==> config.mk <==
export PLATFORM = sky130hd
export DESIGN_NAME = tmr_evt_unit
export DESIGN_NICKNAME = d
export VERILOG_FILES = /design/src/rtl/tmr_evt_pkg.sv /design/src/rtl/tmr_evt_src_map.sv /design/src/rtl/tmr_evt_flags.sv /design/src/rtl/tmr_evt_irq.sv /design/src/rtl/tmr_evt_unit.sv
export SDC_FILE = /design/constraint.sdc
export NUM_CORES = 1
export LEC_CHECK = 0
export ABC_AREA = 1
export BUFFER_PORTS_ARGS = -buffer_cell sky130_fd_sc_hd__buf_2
export CORE_MARGIN = 3
export CORE_UTILIZATION = 25
export CTS_CLUSTER_DIAMETER = 120
export CTS_CLUSTER_SIZE = 8
export DETAILED_ROUTE_END_ITERATION = 10
export PLACE_DENSITY_LB_ADDON = 0.3
export SLEW_MARGIN = 25
export SYNTH_ARGS = -nofsm -noshare
export SYNTH_HDL_FRONTEND = slang
export SYNTH_SLANG_ARGS = --single-unit
==> constraint.sdc <==
create_clock -name clk -period 2 [get_ports clk]
set_clock_uncertainty 0.15 [all_clocks]
set_input_delay 0 -clock clk [delete_from_list [all_inputs] [get_ports clk]]
set_output_delay 0 -clock clk [all_outputs]
set_load 0.05 [all_outputs]
==> src/rtl/tmr_evt_pkg.sv <==
package tmr_evt_pkg;
    localparam int unsigned OC_CNT  = 4;
    localparam int unsigned IC_CNT  = 3;
    localparam int unsigned EVT_W   = OC_CNT + 1 + IC_CNT;
    localparam int unsigned SHR_POS = IC_CNT;

    typedef enum logic [1:0] {
        ACC_NONE = 2'd0,
        ACC_ENA  = 2'd1,
        ACC_FLG  = 2'd2
    } acc_tgt_e;
endpackage

==> src/rtl/tmr_evt_src_map.sv <==
module tmr_evt_src_map #(
    parameter int unsigned OC_N = tmr_evt_pkg::OC_CNT,
    parameter int unsigned IC_N = tmr_evt_pkg::IC_CNT,
    localparam int unsigned W   = OC_N + 1 + IC_N
) (
    input  logic            clk,
    input  logic            rst_n,
    input  logic [OC_N-1:0] oc_hit,
    input  logic            oc5_hit,
    input  logic [IC_N-1:0] ic_edge,
    input  logic            ic4_edge,
    input  logic            shared_is_ic,
    output logic [W-1:0]    set_vec
);
    logic shared_set;

    always_comb begin
        if (shared_is_ic) shared_set = ic4_edge;
        else              shared_set = oc5_hit;
    end

    for (genvar i = 0; i < OC_N; i++) begin : g_oc
        assign set_vec[W-1-i] = oc_hit[i];
    end
    assign set_vec[IC_N] = shared_set;
    for (genvar j = 0; j < IC_N; j++) begin : g_ic
        assign set_vec[IC_N-1-j] = ic_edge[j];
    end

    // the deselected source never reaches the shared bit
    a_r6_shared_ic_only: assert property (@(posedge clk) disable iff (!rst_n)
        (shared_is_ic && !ic4_edge) |-> !set_vec[IC_N]);
    a_r6_shared_oc_only: assert property (@(posedge clk) disable iff (!rst_n)
        (!shared_is_ic && !oc5_hit) |-> !set_vec[IC_N]);
endmodule

==> src/rtl/tmr_evt_flags.sv <==
module tmr_evt_flags #(
    parameter int unsigned W = tmr_evt_pkg::EVT_W
) (
    input  logic         clk,
    input  logic         rst_n,
    input  logic [W-1:0] set_vec,
    input  logic [W-1:0] clr_vec,
    output logic [W-1:0] flags
);
    typedef struct packed {
        logic [W-1:0] flg;
    } flg_st_t;

    flg_st_t st_d, st_q;

    always_comb begin
        st_d = st_q;
        // a set pulse overrides a clear in the same cycle
        st_d.flg = (st_q.flg & ~clr_vec) | set_vec;
    end

    always_ff @(posedge clk) begin
        if (!rst_n) st_q <= '0;
        else        st_q <= st_d;
    end

    assign flags = st_q.flg;

    // every pulsed event is held after the edge
    a_r4_event_sets_flag: assert property (@(posedge clk) disable iff (!rst_n)
        (set_vec != '0) |=> ((flags & $past(set_vec)) == $past(set_vec)));
    // a clear with no competing set removes the flag
    a_r3_clear_removes: assert property (@(posedge clk) disable iff (!rst_n)
        (clr_vec != '0) |=> ((flags & $past(clr_vec) & ~$past(set_vec)) == '0));
    // no flag rises without a source pulse
    a_r5_no_spurious_set: assert property (@(posedge clk) disable iff (!rst_n)
        1'b1 |=> ((flags & ~$past(flags) & ~$past(set_vec)) == '0));
endmodule

==> src/rtl/tmr_evt_irq.sv <==
module tmr_evt_irq #(
    parameter int unsigned W = tmr_evt_pkg::EVT_W
) (
    input  logic         clk,
    input  logic         rst_n,
    input  logic [W-1:0] flags,
    input  logic [W-1:0] enables,
    output logic         irq
);
    typedef struct packed {
        logic req;
    } irq_st_t;

    irq_st_t st_d, st_q;

    always_comb begin
        st_d = st_q;
        st_d.req = |(flags & enables);
    end

    always_ff @(posedge clk) begin
        if (!rst_n) st_q <= '0;
        else        st_q <= st_d;
    end

    assign irq = st_q.req;

    // request tracks masked flags one cycle later
    a_r7_irq_follows: assert property (@(posedge clk) disable iff (!rst_n)
        1'b1 |=> (irq == $past(|(flags & enables))));
    // all enables clear means no request next cycle
    a_r8_poll_quiet: assert property (@(posedge clk) disable iff (!rst_n)
        (enables == '0) |=> !irq);
endmodule

==> src/rtl/tmr_evt_unit.sv <==
module tmr_evt_unit #(
    parameter int unsigned OC_N     = tmr_evt_pkg::OC_CNT,
    parameter int unsigned IC_N     = tmr_evt_pkg::IC_CNT,
    parameter int unsigned ADDR_W   = 1,
    parameter int unsigned ENA_ADDR = 0,
    localparam int unsigned W       = OC_N + 1 + IC_N
) (
    input  logic              clk,
    input  logic              rst_n,
    input  logic              bus_sel,
    input  logic              bus_we,
    input  logic [ADDR_W-1:0] bus_addr,
    input  logic [W-1:0]      bus_wdata,
    output logic [W-1:0]      bus_rdata,
    input  logic [OC_N-1:0]   oc_hit,
    input  logic              oc5_hit,
    input  logic [IC_N-1:0]   ic_edge,
    input  logic              ic4_edge,
    input  logic              shared_is_ic,
    output logic              irq
);
    import tmr_evt_pkg::*;

    localparam logic [ADDR_W-1:0] ENA_A = ADDR_W'(ENA_ADDR);
    localparam logic [ADDR_W-1:0] FLG_A = ADDR_W'(ENA_ADDR + 1);

    typedef struct packed {
        logic [W-1:0] ena;
    } ena_st_t;

    ena_st_t      st_d, st_q;
    acc_tgt_e     tgt;
    logic [W-1:0] set_vec;
    logic [W-1:0] clr_vec;
    logic [W-1:0] flags;

    always_comb begin
        tgt = ACC_NONE;
        if (bus_sel) begin
            if (bus_addr == ENA_A)      tgt = ACC_ENA;
            else if (bus_addr == FLG_A) tgt = ACC_FLG;
        end
    end

    always_comb begin
        st_d    = st_q;
        clr_vec = '0;
        if (bus_we && tgt == ACC_ENA) st_d.ena = bus_wdata;
        if (bus_we && tgt == ACC_FLG) clr_vec  = bus_wdata;
    end

    always_ff @(posedge clk) begin
        if (!rst_n) st_q <= '0;
        else        st_q <= st_d;
    end

    always_comb begin
        bus_rdata = '0;
        if (!bus_we) begin
            case (tgt)
                ACC_ENA: bus_rdata = st_q.ena;
                ACC_FLG: bus_rdata = flags;
                default: bus_rdata = '0;
            endcase
        end
    end

    tmr_evt_src_map #(.OC_N(OC_N), .IC_N(IC_N)) u_map (
        .clk(clk), .rst_n(rst_n), .oc_hit(oc_hit), .oc5_hit(oc5_hit),
        .ic_edge(ic_edge), .ic4_edge(ic4_edge), .shared_is_ic(shared_is_ic),
        .set_vec(set_vec)
    );

    tmr_evt_flags #(.W(W)) u_flags (
        .clk(clk), .rst_n(rst_n), .set_vec(set_vec), .clr_vec(clr_vec),
        .flags(flags)
    );

    tmr_evt_irq #(.W(W)) u_irq (
        .clk(clk), .rst_n(rst_n), .flags(flags), .enables(st_q.ena), .irq(irq)
    );

    // a flag-register write leaves the enables alone
    a_r9_enable_isolated: assert property (@(posedge clk) disable iff (!rst_n)
        (tgt != ACC_ENA) |=> $stable(st_q.ena));
endmodule

Word level (Yosys, flattened, before mapping) --
Index checks and enable logic that the tools add are counted.
Word-level totals: register bits after elaboration 17
Cells by class: equality and inequality tests 2, bitwise operators 4, multiplexer cells 6, reduce and logical (&&, ||, !) cells 3
Operator list (number):
- bitwise AND 8 bit | 2
- two-way mux 8 bit | 2
- one-hot mux 8 bit (2 select lines) | 1
- NOT 8 bit | 1
- OR 8 bit | 1
- OR reduction 8 bit | 1
- two-way mux 2 bit | 2
- == test 2 x 1 -> 1 bit (second input constant) | 1
- == test 2 bit (second input constant) | 1
- logical AND 1 bit | 2
- two-way mux 1 bit | 1

Logic depth before layout (Yosys ltp) --
Gate-level depths: netlist (run 1).
depth after elaboration 8, depth in mapped cells 6, gate-level depth less buffers 5

Cells and area by module --
Synthesis (run 1) repeated with hierarchy kept, for this count alone.
Second synthesis, totals: cells, all modules 168, area total of the unflattened synthesis 1003.5 um^2
By module, submodules not included:
- tmr_evt_unit | area an instance 553.0 um^2, instances 1, cells each 98
- tmr_evt_flags | area an instance 294.0 um^2, instances 1, cells each 41
- tmr_evt_irq | area an instance 81.3 um^2, instances 1, cells each 17
- tmr_evt_src_map | area an instance 75.1 um^2, instances 1, cells each 12

Worst setup path after synthesis (run 1) --
OpenSTA, ideal clock, no wires.
path type input to output, start input bus_sel, end output bus_rdata[0], path slack 647 ps, data arrival time 1203 ps, stages 6, required time 1850 ps, path through buf_6 -> inv_6 -> nor2_8 -> buf_8 -> nand2_1 -> a21oi_1
Between the ends: word-level cells in the longest chain between the ends 4, elaborated cells on any way between the ends 5, classes of those cells 2 x eq/ne; 3 x mux
Ends and longest elaborated chain:
- start, declared | RTL line tmr_evt_unit.sv:10 | input logic bus_sel,
- two-way mux 2 bit (*) | RTL line tmr_evt_unit.sv:39 | if (bus_sel) begin
- == test 2 bit or == test 2 x 1 -> 1 bit (tied branches) | RTL line tmr_evt_unit.sv:60 | case (tgt)
- one-hot mux 8 bit (2 select lines) (*) | RTL line tmr_evt_unit.sv:60
- two-way mux 8 bit (*) | RTL line tmr_evt_unit.sv:59 | if (!bus_we) begin
- end, declared | RTL line tmr_evt_unit.sv:14 | output logic [W-1:0] bus_rdata,
Every way passes the cells marked *; elsewhere a longest branch is shown, timed or not.

Worst setup path after layout (run 1) --
start input shared_is_ic, end register u_flags.st_q (netlist bit u_flags.flags[3])
Between the ends: word-level cells in the longest chain between the ends 2
Ends and longest elaborated chain:
- start, declared | RTL line tmr_evt_unit.sv:19 | input logic shared_is_ic,
- two-way mux 1 bit | RTL line tmr_evt_src_map.sv:18 | if (shared_is_ic) shared_set = ic4_edge;
- OR 8 bit | RTL line tmr_evt_flags.sv:19 | st_d.flg = (st_q.flg & ~clr_vec) | set_vec;
- end signal, assigned | RTL line tmr_evt_flags.sv:24 | else st_q <= st_d;
- end, declared | RTL line tmr_evt_flags.sv:14 | flg_st_t st_d, st_q;
No other way between the ends. A chain may end at the register's enable or synchronous reset.

==> results of run 1 <==
[synth_stat cells (all sizes together)]
| library cell | number |
|---|---|
| nand2 | 47 |
| a21oi | 25 |
| dfxtp | 17 |
| inv | 10 |
| nand3 | 8 |
| nand4 | 8 |
| buf | 6 |
| nor2 | 3 |
| clkbuf | 1 |
| clkinv | 1 |
| o21ai | 1 |
[critical path, cell delays in order]
cell	delay, ns
dlygate4sd3_1	0.53
buf_2	0.13
nand2_1	0.05
dlygate4sd3_1	0.53
o21ai_0	0.07
dlygate4sd3_1	0.55
a21oi_1	0.13
[flip-flops by register name, indices dropped and copies added (netlist names)]
register and cells:
st_q 8, u_flags.flags 8, u_irq.irq 1
[final cells by class]
| class | count | share of cell area, % |
|---|---|---|
| well taps | 44 | 4.24 |
| inverters | 11 | 3.57 |
| multi-input cells | 92 | 32.7 |
| flip-flops and latches | 17 | 26.2 |
| clock buffers | 4 | 2.03 |
| repair buffers | 56 | 31.2 |
[layout by cell type, fill, tap and decap left out]
master | netlist | final
dlygate4sd3_1 | 0 | 25
nand2_1 | 47 | 47
clkbuf_1 | 1 | 1
clkinv_1 | 1 | 1
clkbuf_4 | 0 | 3
o21ai_0 | 1 | 1
nand3_1 | 8 | 8
nor2_1 | 2 | 2
a21oi_1 | 25 | 25
dfxtp_1 | 17 | 17
inv_1 | 9 | 9
buf_2 | 2 | 31
nor2_8 | 1 | 1
nand4_1 | 8 | 8
inv_6 | 1 | 1
[logic make-up (layout without fill, tap and decap cells)]
kind of cell / Yosys count / count (layout) / synth area share, %
simple gates: 66 / 66 / 33.8
compound gates: 26 / 26 / 15.0
buf+inv: 18 / 71 / 12.1
flops: 17 / 17 / 39.1
[metal layers]
metal	routed length, um	vias up	global-route usage (%)
met2	1090	34	19.0
met4	11	0	0.792
li1	-	521	-
met5	0	-	0
met3	192	2	5.03
met1	1040	448	15.2
[stage by stage]
| stage | worst slack, ns | total power, mW | hold slack, ns | utilization, % |
|---|---|---|---|---|
| 3_3_place_gp | 0.802 | 0.494 | 0.0887 | 32.1 |
| 4_1_cts | 0.0801 | 0.714 | 0.0179 | 40.8 |
| 3_5_place_dp | 0.762 | 0.496 | 0.0972 | 32.1 |
| 2_1_floorplan | 0.647 | 0.462 | -0.0160 | - |
| 5_1_grt | 0.0278 | 0.753 | 0.0475 | 40.8 |
| 6_report | 0.0790 | 0.709 | 0.0260 | 40.8 |
[where the power goes]
part | internal, mW | switching [mW]
registers | 0.357 | 0.0130
clock network | 0.0776 | 0.102
logic | 0.0751 | 0.0841
total | 0.510 | 0.199
[final timing paths]
kind / slack [ns] / end / from / depth (start not counted)
worst max-delay path: 0.08 / u_flags.flags[3]$_SDFF_PN0_ / shared_is_ic / 7
worst min-delay path: 0.03 / st_q[7]$_SDFFE_PN0P_ / bus_we / 3
worst max register to register: 0.69 / u_flags.flags[5]$_SDFF_PN0_ / u_flags.flags[5]$_SDFF_PN0_ / 3
worst min register to register: 0.33 / st_q[1]$_SDFFE_PN0P_ / st_q[1]$_SDFFE_PN0P_ / 2
[timing repair]
item / 4_1_cts / 5_1_grt
endpoints found under the setup margin: 0 / 0
endpoints found under the hold margin: 16 / 0
gates resized for setup: 0 / 0
hold buffers: 25 / 0
==> results.json, run 1 <==
{
  "setup.worst_path.end_class": "flip-flop",
  "die_w_um": 65.0,
  "setup_viol": 0,
  "finalCritPeriodShare_pct": 96.0,
  "critPathMaxFanout": 2,
  "cts_tree": "yes",
  "max-slew-margin-rel_pct": 67.9,
  "criticalPathCategory": "in -> reg",
  "gp_congestion": 0.727,
  "power_density_nw_per_um2": 546,
  "antenna_found_initial": 0,
  "wl_um": 2330,
  "nets": 204,
  "port_buffers": 31,
  "overflow": 0,
  "ios": 32,
  "arrival_ns": 1.98,
  "drt_iter0_drc": 15,
  "synth.distinct_cells": 16,
  "cts_made_buffers": 3,
  "syn_inst": 127,
  "hp-class": "in -> reg",
  "dp_hpwl_um": 1620,
  "diodes": 0,
  "grt_pass1_vias": 937,
  "clock.fmax_mhz": 521,
  "dp_cells": 195,
  "fin_area_sq_um": 1300,
  "maxSlewViolCount": 0,
  "rsz0062_at_grt": "no",
  "fp.dieH_um": 65.0,
  "clkSinkCount": 17,
  "synth_top_area_share_pct": 39.1,
  "drive_above_1_share_pct": 20.0,
  "post_cts_buffers": 0,
  "multi_input_comb_area_sq_um": 424,
  "firstDrtPassIters": 4,
  "cellLeakagePower_nw": 0.591,
  "irDropWorstVdd_mv": 0.392,
  "dieArea_sq_um": 4220,
  "yosysWarnings": 0,
  "h-tree-depth": 1,
  "core-area_sq_um": 3180,
  "wl_per_cell_um": 10.4,
  "fill_cells": 360,
  "syn_nets": 150,
  "synth_area_leader_cell": "dfxtp_1",
  "clock_latency_ns": 0.29,
  "register_area_sq_um": 340,
  "final_cells": 224,
  "viasPerCell": 4.49,
  "outcome": "finished, final reports clean",
  "min_period_ns": 1.92,
  "grt_pass1_wl_um": 3940,
  "hold_viol": 0,
  "ys_ff_latch": 17,
  "drv_cap": 0,
  "initial_core_util_pct": 27.4,
  "clk_pin_slew_ns": 0.09,
  "grt_max_degree": 26,
  "startpoint_type": "input pin",
  "vias": 1005,
  "syn_avg_cell_area_sq_um": 6.85,
  "row_count": 20,
  "tightest_slew_ns": 0.479,
  "crit_required_ns": 2.06,
  "placed_area_sq_um": 1020,
  "synth.area.top_cells": "dfxtp_1, nand2_1, a21oi_1",
  "grt_util_all_layers_pct": 11.8,
  "tns_ns": 0,
  "ant_nets": 0,
  "yosysSeqAreaShare_pct": 39.1,
  "syn_area_sq_um": 870,
  "drc": 0,
  "cts_buffer_depth": 2,
  "cts-root-buf": "clkbuf_4",
  "area_delta_synth_final_pct": 49.2
}
No activity file was read; power rests on OpenSTA's default activity.
==> run 2, diff against run 1 <==
--- a/config.mk
+++ b/config.mk
@@ -5,7 +5,7 @@
 export SDC_FILE = /design/constraint.sdc
 export NUM_CORES = 1
 export LEC_CHECK = 0
-export ABC_AREA = 1
+export ABC_AREA = 0
 export BUFFER_PORTS_ARGS = -buffer_cell sky130_fd_sc_hd__buf_2
 export CORE_MARGIN = 3
 export CORE_UTILIZATION = 25
==> results.json, run 2 <==
{
  "finalCritPeriodShare_pct": 79.0,
  "outcome": "finished, final reports clean",
  "dieArea_sq_um": 3990,
  "post_cts_buffers": 0,
  "synth_top_area_share_pct": 41.7,
  "dp_cells": 157,
  "h-tree-depth": 1,
  "crit_buf_inv": 3,
  "wl_um": 2080,
  "grt_pass1_wl_um": 3490,
  "path_cells": "dlygate4sd3_1, buf_2, mux2_2, dlygate4sd3_1, o21a_1",
  "rrSetupSlack_ns": 0.60,
  "crit_top_cell": "dlygate4sd3_1",
  "gp_congestion": 0.769,
  "drc": 0,
  "cts-root-buf": "clkbuf_4",
  "criticalPathCategory": "in -> reg",
  "overflow": 0,
  "critical-path-slowest-cell": "dlygate4sd3_1",
  "ant_nets": 0,
  "clock_latency_ns": 0.29,
  "setup_viol": 0,
  "startpoint_type": "input pin",
  "hold_path_depth": 4,
  "timing.rr.start": "u_flags.flags[2]$_SDFF_PN0_",
  "viasPerCell": 4.34,
  "cts_buffer_depth": 2,
  "dp_hpwl_um": 1490,
  "synth.area.top_cells": "dfxtp_1, mux2i_1, nor2_1",
  "hold_viol": 0,
  "yosysSeqAreaShare_pct": 41.7,
  "final_cells": 179,
  "tightest_slew_ns": 0.364,
  "grt_pass1_vias": 805,
  "nets": 159,
  "syn_nets": 109,
  "syn_avg_cell_area_sq_um": 9.50,
  "die_w_um": 63.2,
  "grt_max_degree": 11,
  "clk_pin_slew_ns": 0.10,
  "max-slew-margin-rel_pct": 75.7,
  "clkSinkCount": 17,
  "critPathMaxFanout": 1,
  "min_period_ns": 1.58,
  "synth_edf_count": 0,
  "cts_made_buffers": 3,
  "r2r_cells": 3,
  "drv_cap": 0,
  "clock.fmax_mhz": 633,
  "hp-start": "bus_we",
  "fill_cells": 322,
  "yosysWarnings": 0,
  "fp.dieH_um": 63.2,
  "reg2reg_to": "u_flags.flags[2]$_SDFF_PN0_",
  "irDropWorstVdd_mv": 0.180,
  "area_delta_synth_final_pct": 45.5,
  "firstDrtPassIters": 4,
  "row_count": 20,
  "synth.distinct_cells": 18,
  "ys_ff_latch": 17,
  "cellLeakagePower_nw": 0.613,
  "drt_iter0_drc": 15,
  "antenna_found_initial": 0,
  "hold-path-endpoint": "st_q[6]$_SDFFE_PN0P_",
  "maxSlewViolCount": 0,
  "rsz0062_at_grt": "no",
  "diodes": 0,
  "final_cell_mix": "buf_2, dlygate4sd3_1, dfxtp_1",
  "power_density_nw_per_um2": 590,
  "ys_async_sr_fraction_pct": 0,
  "hp-class": "in -> reg",
  "arrival_ns": 1.62,
  "synthFlopType": "dfxtp_1",
  "cpPeakStageDelay_ns": 0.55,
  "vias": 777,
  "syn_area_sq_um": 817,
  "drive_above_1_share_pct": 28.9,
  "tns_ns": 0,
  "ios": 32,
  "grt_util_all_layers_pct": 11.0,
  "synth_area_leader_cell": "dfxtp_1",
  "cts_tree": "yes",
  "core-area_sq_um": 3080,
  "synth_most_common_cell": "dfxtp_1",
  "initial_core_util_pct": 26.5,
  "crit_required_ns": 2.04,
  "cts_resized": 0,
  "port_buffers": 31,
  "wl_per_cell_um": 11.6,
  "cp_top_family": "buffers and inverters",
  "hold_buffers": 18,
  "syn_inst": 86,
  "netlist_top_cells_count": "dfxtp_1, mux2i_1, nor2_1",
  "setup.worst_path.end_class": "flip-flop",
  "layout_commonest_cell": "buf_2"
}
-- run 2: cells by family (layout without fill, tap and decap cells) --
kind of cell / Yosys count / after routing / share of synthesized area (%)
AO/OA/AOI/OAI: 21 / 21 / 16.7
AND/OR/NAND/NOR: 19 / 19 / 11.3
multiplexers: 17 / 17 / 21.0
flip-flops: 17 / 17 / 41.7
buffers and inverters: 12 / 61 / 9.34
-- run 2: worst max-delay path by stage --
stage	startpoint	to	cells past startpoint
floorplan	st_q[0]$_SDFFE_PN0P_	bus_rdata[0]	2
global placement	bus_addr	u_flags.flags[3]$_SDFF_PN0_	4
detailed placement	bus_addr	u_flags.flags[3]$_SDFF_PN0_	4
CTS	oc5_hit	u_flags.flags[3]$_SDFF_PN0_	5
global route	oc5_hit	u_flags.flags[3]$_SDFF_PN0_	5
finish	oc5_hit	u_flags.flags[3]$_SDFF_PN0_	5
-- run 2: through the flow --
step                hold slack, ns  setup WS (ns)  cell area (sq um)  power (mW)  util [%]
detailed placement          0.0553          0.771                981       0.496      31.9
floorplan                  -0.0498          0.814                817       0.455         -
finish                      0.0513          0.421               1190       0.701      38.6
CTS                         0.0485          0.418               1190       0.707      38.6
global route                0.0768          0.386               1190       0.730      38.6
global placement            0.0485          0.796                981       0.492      31.9
-- run 2: where the power goes --
part | switching (mW) | internal (mW)
Clock | 0.108 | 0.0743
Sequential | 0.0130 | 0.358
Combinational | 0.0735 | 0.0754
Total | 0.194 | 0.507
-- run 2: layer usage --
layer / routed length [um] / track usage [%] / share of wire [%] / vias up
met5: 0 / 0 / 0 / -
met4: 27 / 5.79 / 1.3 / 0
met3: 117 / 2.50 / 5.6 / 2
met2: 1010 / 19.1 / 49 / 18
met1: 924 / 12.4 / 44 / 356
li1: - / - / - / 401
-- run 2: area by class of cell --
| class | instances | area [sq um] | share of cell area (%) |
|---|---|---|---|
| Tap cell | 44 | 55.1 | 4.63 |
| Multi-Input combinational cell | 57 | 400 | 33.7 |
| Clock buffer | 3 | 22.5 | 1.89 |
| Timing Repair Buffer | 49 | 335 | 28.2 |
| Inverter | 8 | 30.0 | 2.53 |
| Clock inverter | 1 | 5.00 | 0.421 |
| Sequential cell | 17 | 340 | 28.6 |
-- run 2: worst register-to-register path: stages, from the launching register on --
cell	delay [ns]
dfxtp_1	0.34
o21ai_0	0.19
a31oi_1	0.05
dlygate4sd3_1	0.56
